### src/rtl/stor_pkg.sv
package stor_pkg;
    localparam int DW       = 16;
    localparam int NB       = DW / 8;
    localparam int AE_W     = 6;
    localparam int UNIT_W   = 3;
    localparam int FN_W     = 5;
    localparam int ERR_W    = 8;
    localparam int AUXW     = 4;

    localparam logic [2:0] RA_CTRL = 3'd0;
    localparam logic [2:0] RA_CNT  = 3'd1;
    localparam logic [2:0] RA_ADR  = 3'd2;
    localparam logic [2:0] RA_STAT = 3'd3;
    localparam logic [2:0] RA_DBUF = 3'd4;
    localparam logic [2:0] RA_AEXT = 3'd5;
    localparam logic [2:0] RA_AUX  = 3'd6;

    localparam int B_GO   = 0;
    localparam int B_IE   = 6;
    localparam int B_DONE = 7;
    localparam int B_TRE  = 14;
    localparam int B_CLR  = 5;
    localparam int E_MXF  = 1;
    localparam int E_PGE  = 2;
    localparam int E_NED  = 4;
    localparam int E_PE   = 5;

    typedef enum logic {ST_READY, ST_XFER} seq_state_e;
endpackage

### src/rtl/stor_datareg.sv
module stor_datareg #(
    parameter int W = 16,
    parameter logic [W-1:0] ZMASK = '0
) (
    input  logic           clk,
    input  logic           rst_n,
    input  logic           clr,
    input  logic           we,
    input  logic [W/8-1:0] be,
    input  logic [W-1:0]   wd,
    output logic [W-1:0]   q
);
    localparam int LANES = W / 8;
    logic [W-1:0] merged;

    generate
        for (genvar b = 0; b < LANES; b++) begin : g_lane
            assign merged[b*8 +: 8] = be[b] ? wd[b*8 +: 8] : q[b*8 +: 8];
        end
    endgenerate

    always_ff @(posedge clk or negedge rst_n) begin
        if (!rst_n)      q <= '0;
        else if (clr)    q <= '0;
        else if (we)     q <= merged & ~ZMASK;
    end
endmodule

### src/rtl/stor_seq.sv
module stor_seq
    import stor_pkg::*;
(
    input  logic clk,
    input  logic rst_n,
    input  logic clr,
    input  logic start,
    input  logic drv_done,
    input  logic drv_exc,
    output logic done,
    output logic busy,
    output logic finish,
    output logic fault
);
    seq_state_e state_q, state_d;

    always_ff @(posedge clk or negedge rst_n) begin
        if (!rst_n) state_q <= ST_READY;
        else        state_q <= state_d;
    end

    always_comb begin
        state_d = state_q;
        finish  = 1'b0;
        fault   = 1'b0;
        unique case (state_q)
            ST_READY: begin
                if (start) state_d = ST_XFER;
            end
            ST_XFER: begin
                if (drv_exc) begin
                    fault   = 1'b1;
                    finish  = 1'b1;
                    state_d = ST_READY;
                end else if (drv_done) begin
                    finish  = 1'b1;
                    state_d = ST_READY;
                end
            end
        endcase
        if (clr) state_d = ST_READY;
    end

    assign done = (state_q == ST_READY);
    assign busy = (state_q == ST_XFER);
endmodule

### src/rtl/stor_irq.sv
module stor_irq (
    input  logic clk,
    input  logic rst_n,
    input  logic clr,
    input  logic set_wr,
    input  logic load,
    input  logic ie_now,
    input  logic level_req,
    output logic flop,
    output logic irq
);
    always_ff @(posedge clk or negedge rst_n) begin
        if (!rst_n)      flop <= 1'b0;
        else if (clr)    flop <= 1'b0;
        else if (set_wr) flop <= 1'b1;
        else if (load)   flop <= ie_now;
    end

    assign irq = flop | level_req;
endmodule

### src/rtl/stor_adapter_csr.sv
module stor_adapter_csr
    import stor_pkg::*;
#(
    parameter int XFER_MIN = 20
) (
    input  logic              clk,
    input  logic              rst_n,
    input  logic [2:0]        reg_addr,
    input  logic              reg_wr,
    input  logic [NB-1:0]     reg_be,
    input  logic [DW-1:0]     reg_wdata,
    output logic [DW-1:0]     reg_rdata,
    output logic              irq,
    input  logic              irq_ack,
    input  logic              drv_done,
    input  logic              drv_attn,
    input  logic              drv_exc,
    input  logic              drv_present,
    output logic [UNIT_W-1:0] drv_unit,
    output logic              cmd_go,
    output logic [FN_W-1:0]   cmd_fn
);
    logic [DW-1:0]     cnt_q, adr_q, dbuf_q;
    logic [AE_W-1:0]   ae_q;
    logic [ERR_W-1:0]  err_q;
    logic [UNIT_W-1:0] unit_q;
    logic [AUXW-1:0]   aux_q;
    logic              uai_q, pat_q, ie_q, tre_q;
    logic              done, busy, finish, fault, flop;

    logic wr_ctrl_lo, wr_ctrl_hi, wr_stat_lo, wr_stat_hi, wr_aux_lo, wr_aext_lo;
    logic go, is_xfer, pge_set, ned_set, accept, xfer_accept;
    logic soft_clr, tre_clr, err_any, tre_eff, sc, set_wr, irq_clr;
    logic [FN_W-1:0] fn;

    assign wr_ctrl_lo = reg_wr && reg_addr == RA_CTRL && reg_be[0];
    assign wr_ctrl_hi = reg_wr && reg_addr == RA_CTRL && reg_be[1];
    assign wr_stat_lo = reg_wr && reg_addr == RA_STAT && reg_be[0];
    assign wr_stat_hi = reg_wr && reg_addr == RA_STAT && reg_be[1];
    assign wr_aux_lo  = reg_wr && reg_addr == RA_AUX  && reg_be[0];
    assign wr_aext_lo = reg_wr && reg_addr == RA_AEXT && reg_be[0];

    assign fn          = reg_wdata[FN_W:1];
    assign go          = reg_wdata[B_GO];
    assign is_xfer     = go && (int'(fn) >= XFER_MIN);
    assign soft_clr    = wr_stat_lo && reg_wdata[B_CLR];
    assign pge_set     = wr_ctrl_lo && is_xfer && !done;
    assign ned_set     = wr_ctrl_lo && go && !pge_set && !drv_present;
    assign accept      = wr_ctrl_lo && go && !pge_set && drv_present;
    assign xfer_accept = accept && is_xfer;
    assign tre_clr     = wr_ctrl_hi && reg_wdata[B_TRE];
    assign set_wr      = wr_ctrl_lo && reg_wdata[B_DONE] && reg_wdata[B_IE];
    assign irq_clr     = soft_clr || irq_ack;

    assign err_any = |err_q;
    assign tre_eff = tre_q || err_any;
    assign sc      = tre_eff || drv_attn;

    stor_seq u_seq (
        .clk(clk), .rst_n(rst_n), .clr(soft_clr), .start(xfer_accept),
        .drv_done(drv_done), .drv_exc(drv_exc),
        .done(done), .busy(busy), .finish(finish), .fault(fault)
    );

    stor_irq u_irq (
        .clk(clk), .rst_n(rst_n), .clr(irq_clr), .set_wr(set_wr),
        .load(finish), .ie_now(ie_q), .level_req(sc && done && ie_q),
        .flop(flop), .irq(irq)
    );

    stor_datareg #(.W(DW)) u_cnt (
        .clk(clk), .rst_n(rst_n), .clr(soft_clr),
        .we(reg_wr && reg_addr == RA_CNT), .be(reg_be), .wd(reg_wdata), .q(cnt_q)
    );
    stor_datareg #(.W(DW), .ZMASK(16'h0001)) u_adr (
        .clk(clk), .rst_n(rst_n), .clr(soft_clr),
        .we(reg_wr && reg_addr == RA_ADR), .be(reg_be), .wd(reg_wdata), .q(adr_q)
    );
    stor_datareg #(.W(DW)) u_dbuf (
        .clk(clk), .rst_n(rst_n), .clr(soft_clr),
        .we(reg_wr && reg_addr == RA_DBUF), .be(reg_be), .wd(reg_wdata), .q(dbuf_q)
    );

    always_ff @(posedge clk or negedge rst_n) begin
        if (!rst_n) begin
            ie_q   <= 1'b0;
            tre_q  <= 1'b0;
            err_q  <= '0;
            unit_q <= '0;
            uai_q  <= 1'b0;
            pat_q  <= 1'b0;
            aux_q  <= '0;
            ae_q   <= '0;
            cmd_go <= 1'b0;
            cmd_fn <= '0;
        end else if (soft_clr) begin
            ie_q   <= 1'b0;
            tre_q  <= 1'b0;
            err_q  <= '0;
            unit_q <= '0;
            uai_q  <= 1'b0;
            pat_q  <= 1'b0;
            aux_q  <= '0;
            ae_q   <= '0;
            cmd_go <= 1'b0;
            cmd_fn <= '0;
        end else begin
            cmd_go <= accept;
            if (accept) cmd_fn <= fn;

            if (irq_ack)         ie_q <= 1'b0;
            else if (wr_ctrl_lo) ie_q <= reg_wdata[B_IE];
            else if (wr_aux_lo)  ie_q <= reg_wdata[B_IE];

            if (wr_aux_lo) aux_q <= reg_wdata[AUXW-1:0];

            if (tre_clr || xfer_accept) tre_q <= 1'b0;
            else if (fault)             tre_q <= 1'b1;

            if (tre_clr || xfer_accept) begin
                err_q <= '0;
            end else begin
                if (wr_stat_hi) begin
                    err_q[E_MXF] <= reg_wdata[8 + E_MXF];
                    err_q[E_PE]  <= reg_wdata[8 + E_PE];
                end
                if (pge_set) err_q[E_PGE] <= 1'b1;
                if (ned_set) err_q[E_NED] <= 1'b1;
            end

            if (wr_stat_lo) begin
                unit_q <= reg_wdata[UNIT_W-1:0];
                uai_q  <= reg_wdata[3];
                pat_q  <= reg_wdata[4];
            end

            if (wr_aext_lo)             ae_q <= reg_wdata[AE_W-1:0];
            else if (wr_ctrl_hi && done) ae_q[1:0] <= reg_wdata[9:8];
        end
    end

    always_comb begin
        reg_rdata = '0;
        unique case (reg_addr)
            RA_CTRL: reg_rdata = {sc, tre_eff, 4'b0, ae_q[1:0], done, ie_q, 6'b0};
            RA_CNT:  reg_rdata = cnt_q;
            RA_ADR:  reg_rdata = adr_q;
            RA_STAT: reg_rdata = {err_q, 2'b11, 1'b0, pat_q, uai_q, unit_q};
            RA_DBUF: reg_rdata = dbuf_q;
            RA_AEXT: reg_rdata = {{(DW-AE_W){1'b0}}, ae_q};
            RA_AUX:  reg_rdata = {9'b0, ie_q, 2'b0, aux_q};
            default: reg_rdata = '0;
        endcase
    end

    assign drv_unit = unit_q;
endmodule

### config.mk
export PLATFORM = sky130hd
export DESIGN_NAME = stor_adapter_csr
export DESIGN_NICKNAME = d
export VERILOG_FILES = /design/src/rtl/stor_pkg.sv /design/src/rtl/stor_datareg.sv /design/src/rtl/stor_seq.sv /design/src/rtl/stor_irq.sv /design/src/rtl/stor_adapter_csr.sv
export SDC_FILE = /design/constraint.sdc
export NUM_CORES = 1
export LEC_CHECK = 0
export BUFFER_PORTS_ARGS = -buffer_cell sky130_fd_sc_hd__buf_4
export CAP_MARGIN = 20
export CORE_UTILIZATION = 62
export CTS_CLUSTER_SIZE = 40
export DETAILED_ROUTE_END_ITERATION = 16
export PLACE_DENSITY = 0.92
export SLEW_MARGIN = 5
export SYNTH_ARGS = -nofsm -noshare
export SYNTH_HDL_FRONTEND = slang
export SYNTH_SLANG_ARGS = --single-unit
### constraint.sdc
create_clock -name clk -period 2.6 [get_ports clk]
set_input_delay 0.13 -clock clk [delete_from_list [all_inputs] [get_ports clk]]
set_output_delay 0.13 -clock clk [all_outputs]
set_load 0.005 [all_outputs]
# After elaboration in Yosys (flattened, before gate mapping)
# Index checks and enable logic that the tools add are counted.
# word_totals
regBits	81
inputBits	29
word_cells	145
# classes
order_cmp	1
eq_ne	6
mux	54
bitwise_logic	2
reduce_logical	59
# ops
operator	n
16-bit one-hot mux with 7 select lines	1
16-bit two-way mux	6
8-bit two-way mux	4
1-bit two-way mux	29
1-bit logical AND	28
2-bit nonzero test	10
3-bit nonzero test	6
4-bit two-way mux	3
2-bit AND reduction	6
2-bit two-way mux	5
5-bit two-way mux	2
3-bit == test (second input constant)	3
8-bit OR reduction	1
3-bit by 2-bit == test with 1-bit output (second input constant)	2
3-bit two-way mux	2
6-bit two-way mux	1
5-bit >= comparator (second input constant)	1
1-bit logical OR	4
4-bit nonzero test	1
3-bit by 1-bit == test with 1-bit output (second input constant)	1
3-bit zero test	1
1-bit zero test	2
1-bit one-hot mux with 2 select lines	1
1-bit inverter	1
1-bit OR	1

# Depth between registers and ports, before layout
# Gate-level depths: netlist of the first run.
# logic_depth
ltp_word	12
mapped_depth	6
depth_no_buf	4

# Cells and area by module
# A second synthesis of the first run with hierarchy kept.
# hier_totals
hier_cells	443
area_unflattened_um2	4403.0
# modules_own_cells
mod	instances	cells_each	area_each_um2	seq_area_each_um2
stor_adapter_csr	1	216	1906.8	675.6
stor_datareg (u_cnt ...)	2	73	815.8	400.4
stor_datareg (u_adr)	1	69	745.7	375.4
stor_seq	1	7	68.8	25.0
stor_irq	1	5	50.0	25.0

# Worst setup path after synthesis of the first run
# No wires, ideal clock.
# synth_path
path_type	register -> output
startpoint	register err_q[2]
endpoint	output port reg_rdata[14]
arrival_ps	1322
path_slack_ps	1148
stages_incl_launch_ff	5
path_buffers	0
path_cell_list	dfrtp_1 > or4_1 > o21ai_0 > a21oi_1 > a31o_2
# synth_between
elab_chain_len	3
# synth_rtl
item	line_no	text
start: declaration	stor_adapter_csr.sv:25	logic [ERR_W-1:0] err_q;
start signal: indexed assignment	stor_adapter_csr.sv:124	err_q[E_MXF] <= reg_wdata[8 + E_MXF];
start signal: indexed assignment	stor_adapter_csr.sv:125	err_q[E_PE] <= reg_wdata[8 + E_PE];
8-bit OR reduction	stor_adapter_csr.sv:55	assign err_any = |err_q;
1-bit logical OR	stor_adapter_csr.sv:56	assign tre_eff = tre_q || err_any;
16-bit one-hot mux with 7 select lines	stor_adapter_csr.sv:144	unique case (reg_addr)
end: declaration	stor_adapter_csr.sv:12	output logic [DW-1:0] reg_rdata,
# No other way between the ends.

# Final worst setup path of the first run
# layout_path
startpoint	register err_q[2]
endpoint	output port reg_rdata[15]
# layout_between
elab_chain_len	4
# layout_rtl
item	line_no	text
8-bit OR reduction	stor_adapter_csr.sv:55	
1-bit logical OR	stor_adapter_csr.sv:56	
1-bit logical OR	stor_adapter_csr.sv:57	assign sc = tre_eff || drv_attn;
16-bit one-hot mux with 7 select lines	stor_adapter_csr.sv:144	
# No other way between the ends.

==> results_dict.tcl, run 1 <==
set metrics [dict create \
    top_usage_layer "met2" \
    clock_latency_ns 0.36 \
    synth_commonest_cells "76 x dfrtp_1, 47 x mux2_2, 41 x nand2_1, 29 x o21ai_0, 19 x a21oi_1" \
    die_h_um 81.57 \
    io_pins 55 \
    synth_compound_area_share_pct 14.34 \
    core-area_mm2 0.006026 \
    cts_inserted_buffers 9 \
    synthTopCellsByArea "dfrtp_1 48%, mux2_2 13%, mux2i_1 4.3%" \
    post-cts-setup-buffer-count 0 \
    reg2regPathDepth 3 \
    hold_violations 0 \
    synthMostInstantiatedCell "dfrtp_1" \
    ys_async_sr_fraction_pct 100.0 \
    dp_hpwl_mm 6.683 \
    regToRegSetupSlack_ns 1.10 \
    synth_xor_area_share_pct 0 \
    num_vias 3233 \
    hold_class "input pin to flip-flop" \
    tns_ns 0 \
    drt_first_pass_iters 6 \
    rsz0062_at_grt "false" \
    critPathKind "flip-flop to primary output" \
    viasPerCell 6.505 \
    initial_core_util_pct 65.14 \
    r2r_start "u_seq.busy" \
    area_growth_syn_to_layout_pct 17.05 \
    cts_buffer_depth 2 \
    gp_congestion 0.8571 \
    mappedNetlistArea_mm2 0.003925 \
    synthDominantCellAreaShare_pct 48.45 \
    tightest_slew_ns 0.9346 \
    path_max_fanout 3 \
    synth_area_per_cell_um2 10.61 \
    start_kind "flip-flop" \
    yosys.area_share.simple_pct 15.56 \
    fmax_ghz 0.4549 \
    synth_top_family_by_area "multiplexers" \
    setup_violations 0 \
    p_leak_nw 2.017 \
    first_iter_violations 463 \
    cts_tree "done" \
    slew_headroom_pct 37.69 \
    fp.dieArea_mm2 0.006653 \
    clock_skew_ns 0.01327 \
    status "completed" \
    synth_ff_type "dfrtp_1" \
    required_ns 2.47 \
    hold_start "reg_wdata[2]" \
    synth-seq-cells 76 \
    drc 0 \
    muxShareOfSynthArea_pct 18.39 \
    grt_pass1_wl_mm 15.82 \
    cp-end-kind "primary output" \
    syn_inst 370 \
    layout-drive-gt1-share_pct 31.52 \
    use_met2_pct 53.33 \
    fin_crit_sh_pct 84.56 \
    grt_use_met3_pct 6.000 \
    cts.sinks 76 \
    synth_area_leader_cell "dfrtp_1" \
    diodes 0 \
    cts_resized 0 \
    slew_viol_final 0 \
    synthesis.nets 399 \
    root_buffer "clkbuf_8" \
    num_rows 28 \
    synth_fa_ha_area_share_pct 0 \
    grt_max_degree 77 \
    min_to "cmd_fn[1]" \
    min_path_cells 3 \
    synth-warning-count 0 \
    nNetsFinal 446 \
    ctsHtreeMaxLevel 3 \
    worst_r2r_endpoint "cmd_fn[4]" \
    synth_edf_count 0 \
    grt_usage_pct 32.81 \
    final_cell_area_mm2 0.004594 \
    fp.dieW_um 81.57 \
    routed_wirelength_mm 9.937 \
    drv_cap 0 \
    ys_types 50 \
    ir_worst_vdd_mv 0.4544 \
    ctsHoldBuffers 2 \
    antenna_found_initial 0 \
    powerDensity_mw_per_mm2 724.9 \
    wl_per_cell_um 19.99 \
    fin_crit_ns 2.199 \
    grt-ovfl-total 0 \
    path_clk_slew_ns 0.09 \
    antenna_left 0 \
    grt_pass1_vias 3208 \
    io_buffer_count 54 \
    place_area_mm2 0.004334 \
    use_met1_pct 41.83 \
    critical_path_arrival_ns 2.07 \
    ys_seq_area_share_pct 48.45 \
]
## flip-flops by register name (all words and copies together), names as in the netlist
| name | count |
|---|---|
| ae_q | 6 |
| aux_q | 4 |
| cmd_fn | 5 |
| cmd_go | 1 |
| drv_unit | 3 |
| err_q | 4 |
| ie_q | 1 |
| pat_q | 1 |
| tre_q | 1 |
| u_adr.q | 15 |
| u_cnt.q | 16 |
| u_dbuf.q | 16 |
| u_irq.flop | 1 |
| u_seq.busy | 1 |
| uai_q | 1 |
## worst max path at each step
stage                 from            end  slack, ns  cells after the start
2_1_floorplan     err_q[2]  reg_rdata[14]       1.15                      4
3_3_place_gp   reg_addr[1]  reg_rdata[15]       0.77                      6
3_5_place_dp   reg_addr[0]   u_dbuf.q[13]       0.77                      6
4_1_cts           err_q[2]  reg_rdata[15]       0.43                      5
5_1_grt           err_q[2]  reg_rdata[15]       0.36                      5
6_report          err_q[2]  reg_rdata[15]       0.40                      5
## cell usage in the layout (no fill, tap or decap), types with 2 or more instances in the layout
master | netlist | final
dfrtp_1 | 76 | 76
buf_4 | 0 | 56
mux2_2 | 47 | 47
nand2_1 | 41 | 41
o21ai_0 | 29 | 29
a21oi_1 | 19 | 19
mux2i_1 | 17 | 17
nor2_1 | 16 | 16
and2_1 | 14 | 14
o22ai_1 | 9 | 9
nand2b_1 | 9 | 9
clkbuf_8 | 0 | 9
nor2b_1 | 7 | 7
a22oi_1 | 7 | 7
inv_1 | 6 | 6
nand3_1 | 5 | 5
a31oi_1 | 4 | 4
a221oi_1 | 4 | 4
nand4_1 | 4 | 4
nor3_1 | 3 | 3
clkinvlp_4 | 0 | 3
bufinv_16 | 0 | 3
o32ai_1 | 2 | 2
or2_1 | 2 | 2
o21ai_4 | 2 | 2
dlygate4sd3_1 | 0 | 2
## stage by stage
step / utilization [%] / total power [mW] / std cells / hold WS (ns) / setup WS [ns]
2_1_floorplan: - / 1.970 / 370 / -0.1656 / 1.148
3_3_place_gp: 71.93 / 2.199 / 479 / 0.3053 / 0.7702
3_5_place_dp: 71.93 / 2.243 / 479 / 0.3092 / 0.7680
4_1_cts: 76.25 / 3.326 / 497 / 0.03760 / 0.4322
5_1_grt: 76.25 / 3.469 / 497 / 0.05850 / 0.3596
6_report: 76.25 / 3.331 / 497 / 0.03879 / 0.4015
## final cells by class
| type | instances | area, µm² |
|---|---|---|
| Sequential cell | 76 | 1902 |
| Multi-Input combinational cell | 266 | 1896 |
| Fill cell | 394 | 1431 |
| Timing Repair Buffer | 58 | 440.4 |
| Clock buffer | 10 | 127.6 |
| Clock inverter | 6 | 112.6 |
| Tap cell | 75 | 93.84 |
| Inverter | 6 | 22.52 |
## routing by layer
layer  share of wire, %  wire length, µm  vias up
li1                   -                -     1427
met4                3.0              302        0
met2                 49             4868      174
met1                 41             4074     1610
met3                7.0              692       22
met5                  0                0        -
## kinds of logic after synthesis
family                 Yosys count
multiplexers                    65
AO/OA/AOI/OAI                   87
AND/OR/NAND/NOR                114
buffers and inverters           28
flip-flops                      76
## report_power, final
part | switching, mW | internal [mW]
clock network | 0.457 | 0.638
logic | 0.301 | 0.357
registers | 0.148 | 1.43
## worst max-delay path, cell delays in order, from the launching register on
cell	delay [ns]
dfrtp_1	0.41
or4_1	0.60
nor3_1	0.33
o31a_1	0.17
a21oi_1	0.05
buf_4	0.16
(Power assumes the default switching activity.)
==> run 2: changes to the inputs <==
--- a/config.mk
+++ b/config.mk
@@ -7,10 +7,10 @@
 export LEC_CHECK = 0
 export BUFFER_PORTS_ARGS = -buffer_cell sky130_fd_sc_hd__buf_4
 export CAP_MARGIN = 20
-export CORE_UTILIZATION = 62
+export CORE_UTILIZATION = 52
 export CTS_CLUSTER_SIZE = 40
 export DETAILED_ROUTE_END_ITERATION = 16
-export PLACE_DENSITY = 0.92
+export PLACE_DENSITY = 0.83
 export SLEW_MARGIN = 5
 export SYNTH_ARGS = -nofsm -noshare
 export SYNTH_HDL_FRONTEND = slang
==> constraint.sdc (replaced) <==
create_clock -name clk -period 1.9 [get_ports clk]
set_input_delay 0.095 -clock clk [delete_from_list [all_inputs] [get_ports clk]]
set_output_delay 0.095 -clock clk [all_outputs]
set_load 0.005 [all_outputs]
==> results_dict.tcl, run 2 (same netlist as run 1, synthesis figures left out) <==
set metrics [dict create \
    grt_pass1_vias 3247 \
    ir_worst_vdd_mv 0.6165 \
    fp.dieArea_mm2 0.007900 \
    r2r_start "u_seq.busy" \
    layout-drive-gt1-share_pct 35.51 \
    placedCellCount 525 \
    final_util_pct 65.65 \
    num_rows 31 \
    slew_headroom_pct 68.61 \
    cts_tree "done" \
    nNetsFinal 470 \
    ctsHtreeMaxLevel 3 \
    root_buffer "clkbuf_8" \
    crit_chain "or4_4, nor3_4, o31a_1, a21oi_2, buf_4" \
    path_max_fanout 3 \
    core-area_mm2 0.007292 \
    fin_cells 544 \
    power_mw 4.330 \
    cpPeakStageDelay_ns 0.57 \
    violations "setup timing" \
    required_ns 1.80 \
    die_h_um 88.88 \
    final_cell_area_mm2 0.004787 \
    status "finished, violations left" \
    slew_viol_final 0 \
    clock_skew_ns 0.007274 \
    startpoint "err_q[1]" \
    drv_cap 0 \
    io_pins 55 \
    area_growth_syn_to_layout_pct 21.96 \
    wl_per_cell_um 18.55 \
    num_vias 3209 \
    final_cell_mix "78 x buf_4, 76 x dfrtp_1, 47 x mux2_2, 41 x nand2_1, 28 x o21ai_0" \
    first_iter_violations 245 \
    hold_violations 0 \
    diodes 0 \
    gp_congestion 0.8781 \
    start_kind "flip-flop" \
    fin_ws_ns -0.07452 \
    viasPerCell 5.899 \
    powerDensity_mw_per_mm2 904.6 \
    slowest_stage "or4_4" \
    antenna_found_initial 0 \
    critical_path_arrival_ns 1.88 \
    initial_core_util_pct 53.83 \
    rsz0062_at_grt "true" \
    drc 0 \
    io_buffer_count 54 \
    drt_first_pass_iters 4 \
    cts_buffer_depth 2 \
    grt_pass1_wl_mm 16.47 \
    fmax_ghz 0.5065 \
    reg_top3 "u_cnt.q x16, u_dbuf.q x16, u_adr.q x15" \
    cts_inserted_buffers 9 \
    grt-ovfl-total 0 \
    cp-end-kind "primary output" \
    setup_violations 2 \
    fin_crit_sh_pct 103.9 \
    p_leak_nw 2.127 \
    cts.sinks 76 \
    place_area_mm2 0.004542 \
    layout_commonest_cell "buf_4" \
    antenna_left 0 \
    hold_start "reg_wdata[3]" \
    tightest_slew_ns 0.4694 \
    grt_usage_pct 28.53 \
    critPathKind "flip-flop to primary output" \
    path_clk_slew_ns 0.07 \
    hold_class "input pin to flip-flop" \
    fin_crit_ns 1.975 \
    dp_hpwl_mm 7.143 \
    regToRegSetupSlack_ns 0.51 \
    fp.dieW_um 88.88 \
    clock_latency_ns 0.35 \
    routed_wirelength_mm 10.09 \
    grt_max_degree 47 \
]
run 2: cell count changes in the layout (fill, tap and decap cells not counted), moves of 2 or more:
cell,change
buf_4,+22
clkinvlp_4,-3
bufinv_16,-2
clkbuf_1,+2
run 2: path summary, 6_finish.rpt:
| check | depth (start not counted) | to |
|---|---|---|
| max in group asynchronous | 3 | u_cnt.q[11] |
| max | 5 | reg_rdata[15] |
| min in group asynchronous | 2 | aux_q[2] |
| max reg2reg | 3 | cmd_fn[4] |
| min reg2reg | 2 | u_dbuf.q[0] |
| min | 3 | cmd_fn[2] |
run 2: critical path, delay by kind of cell (launching register included):
kind                   cells  cell delay [ns]
DFF                        1             0.41
and+or+nand+nor            2             0.78
buffers and inverters      1             0.14
AOI/OAI and AO/OA          2             0.21
run 2: what timing repair did:
item,4_1_cts,5_1_grt
hold endpoints to repair,32,0
resized for setup,6,1
buffers inserted,1,1
pin swaps,1,0
hold buffers,2,0
setup endpoints to repair,3,3
run 2: final cells by class:
class                   instances  area, µm²
multi-input cells             266       1918
well taps                      99      123.9
clock buffers                  13      148.9
repair buffers                 82      636.9
fillers                       589       2505
inverters                       6      22.52
clock inverters                 2      35.03
flip-flops and latches         76       1902
run 2: through the flow:
step	setup slack [ns]	TNS (ns)	hold slack (ns)
2_1_floorplan	0.4833	0	-0.2006
3_3_place_gp	0.1025	0	0.04980
3_5_place_dp	0.1061	0	0.05550
4_1_cts	-0.06061	-0.1061	0.005860
5_1_grt	-0.1061	-0.2250	0.02278
6_report	-0.07452	-0.1455	0.01715
run 2: report_power, final:
part	total (mW)	leakage [nW]	internal [mW]	switching, mW
clock	1.22	0.0935	0.636	0.581
sequential	2.16	0.954	1.96	0.207
combinational	0.949	1.08	0.528	0.421
run 2: layer usage:
metal | global-route usage, % | part of all wire, % | vias to the layer above
li1 | - | - | 1477
met1 | 36.26 | 40 | 1575
met2 | 46.64 | 50 | 133
met3 | 6.623 | 6.6 | 24
met4 | 12.76 | 3.1 | 0
met5 | 0 | 0 | -
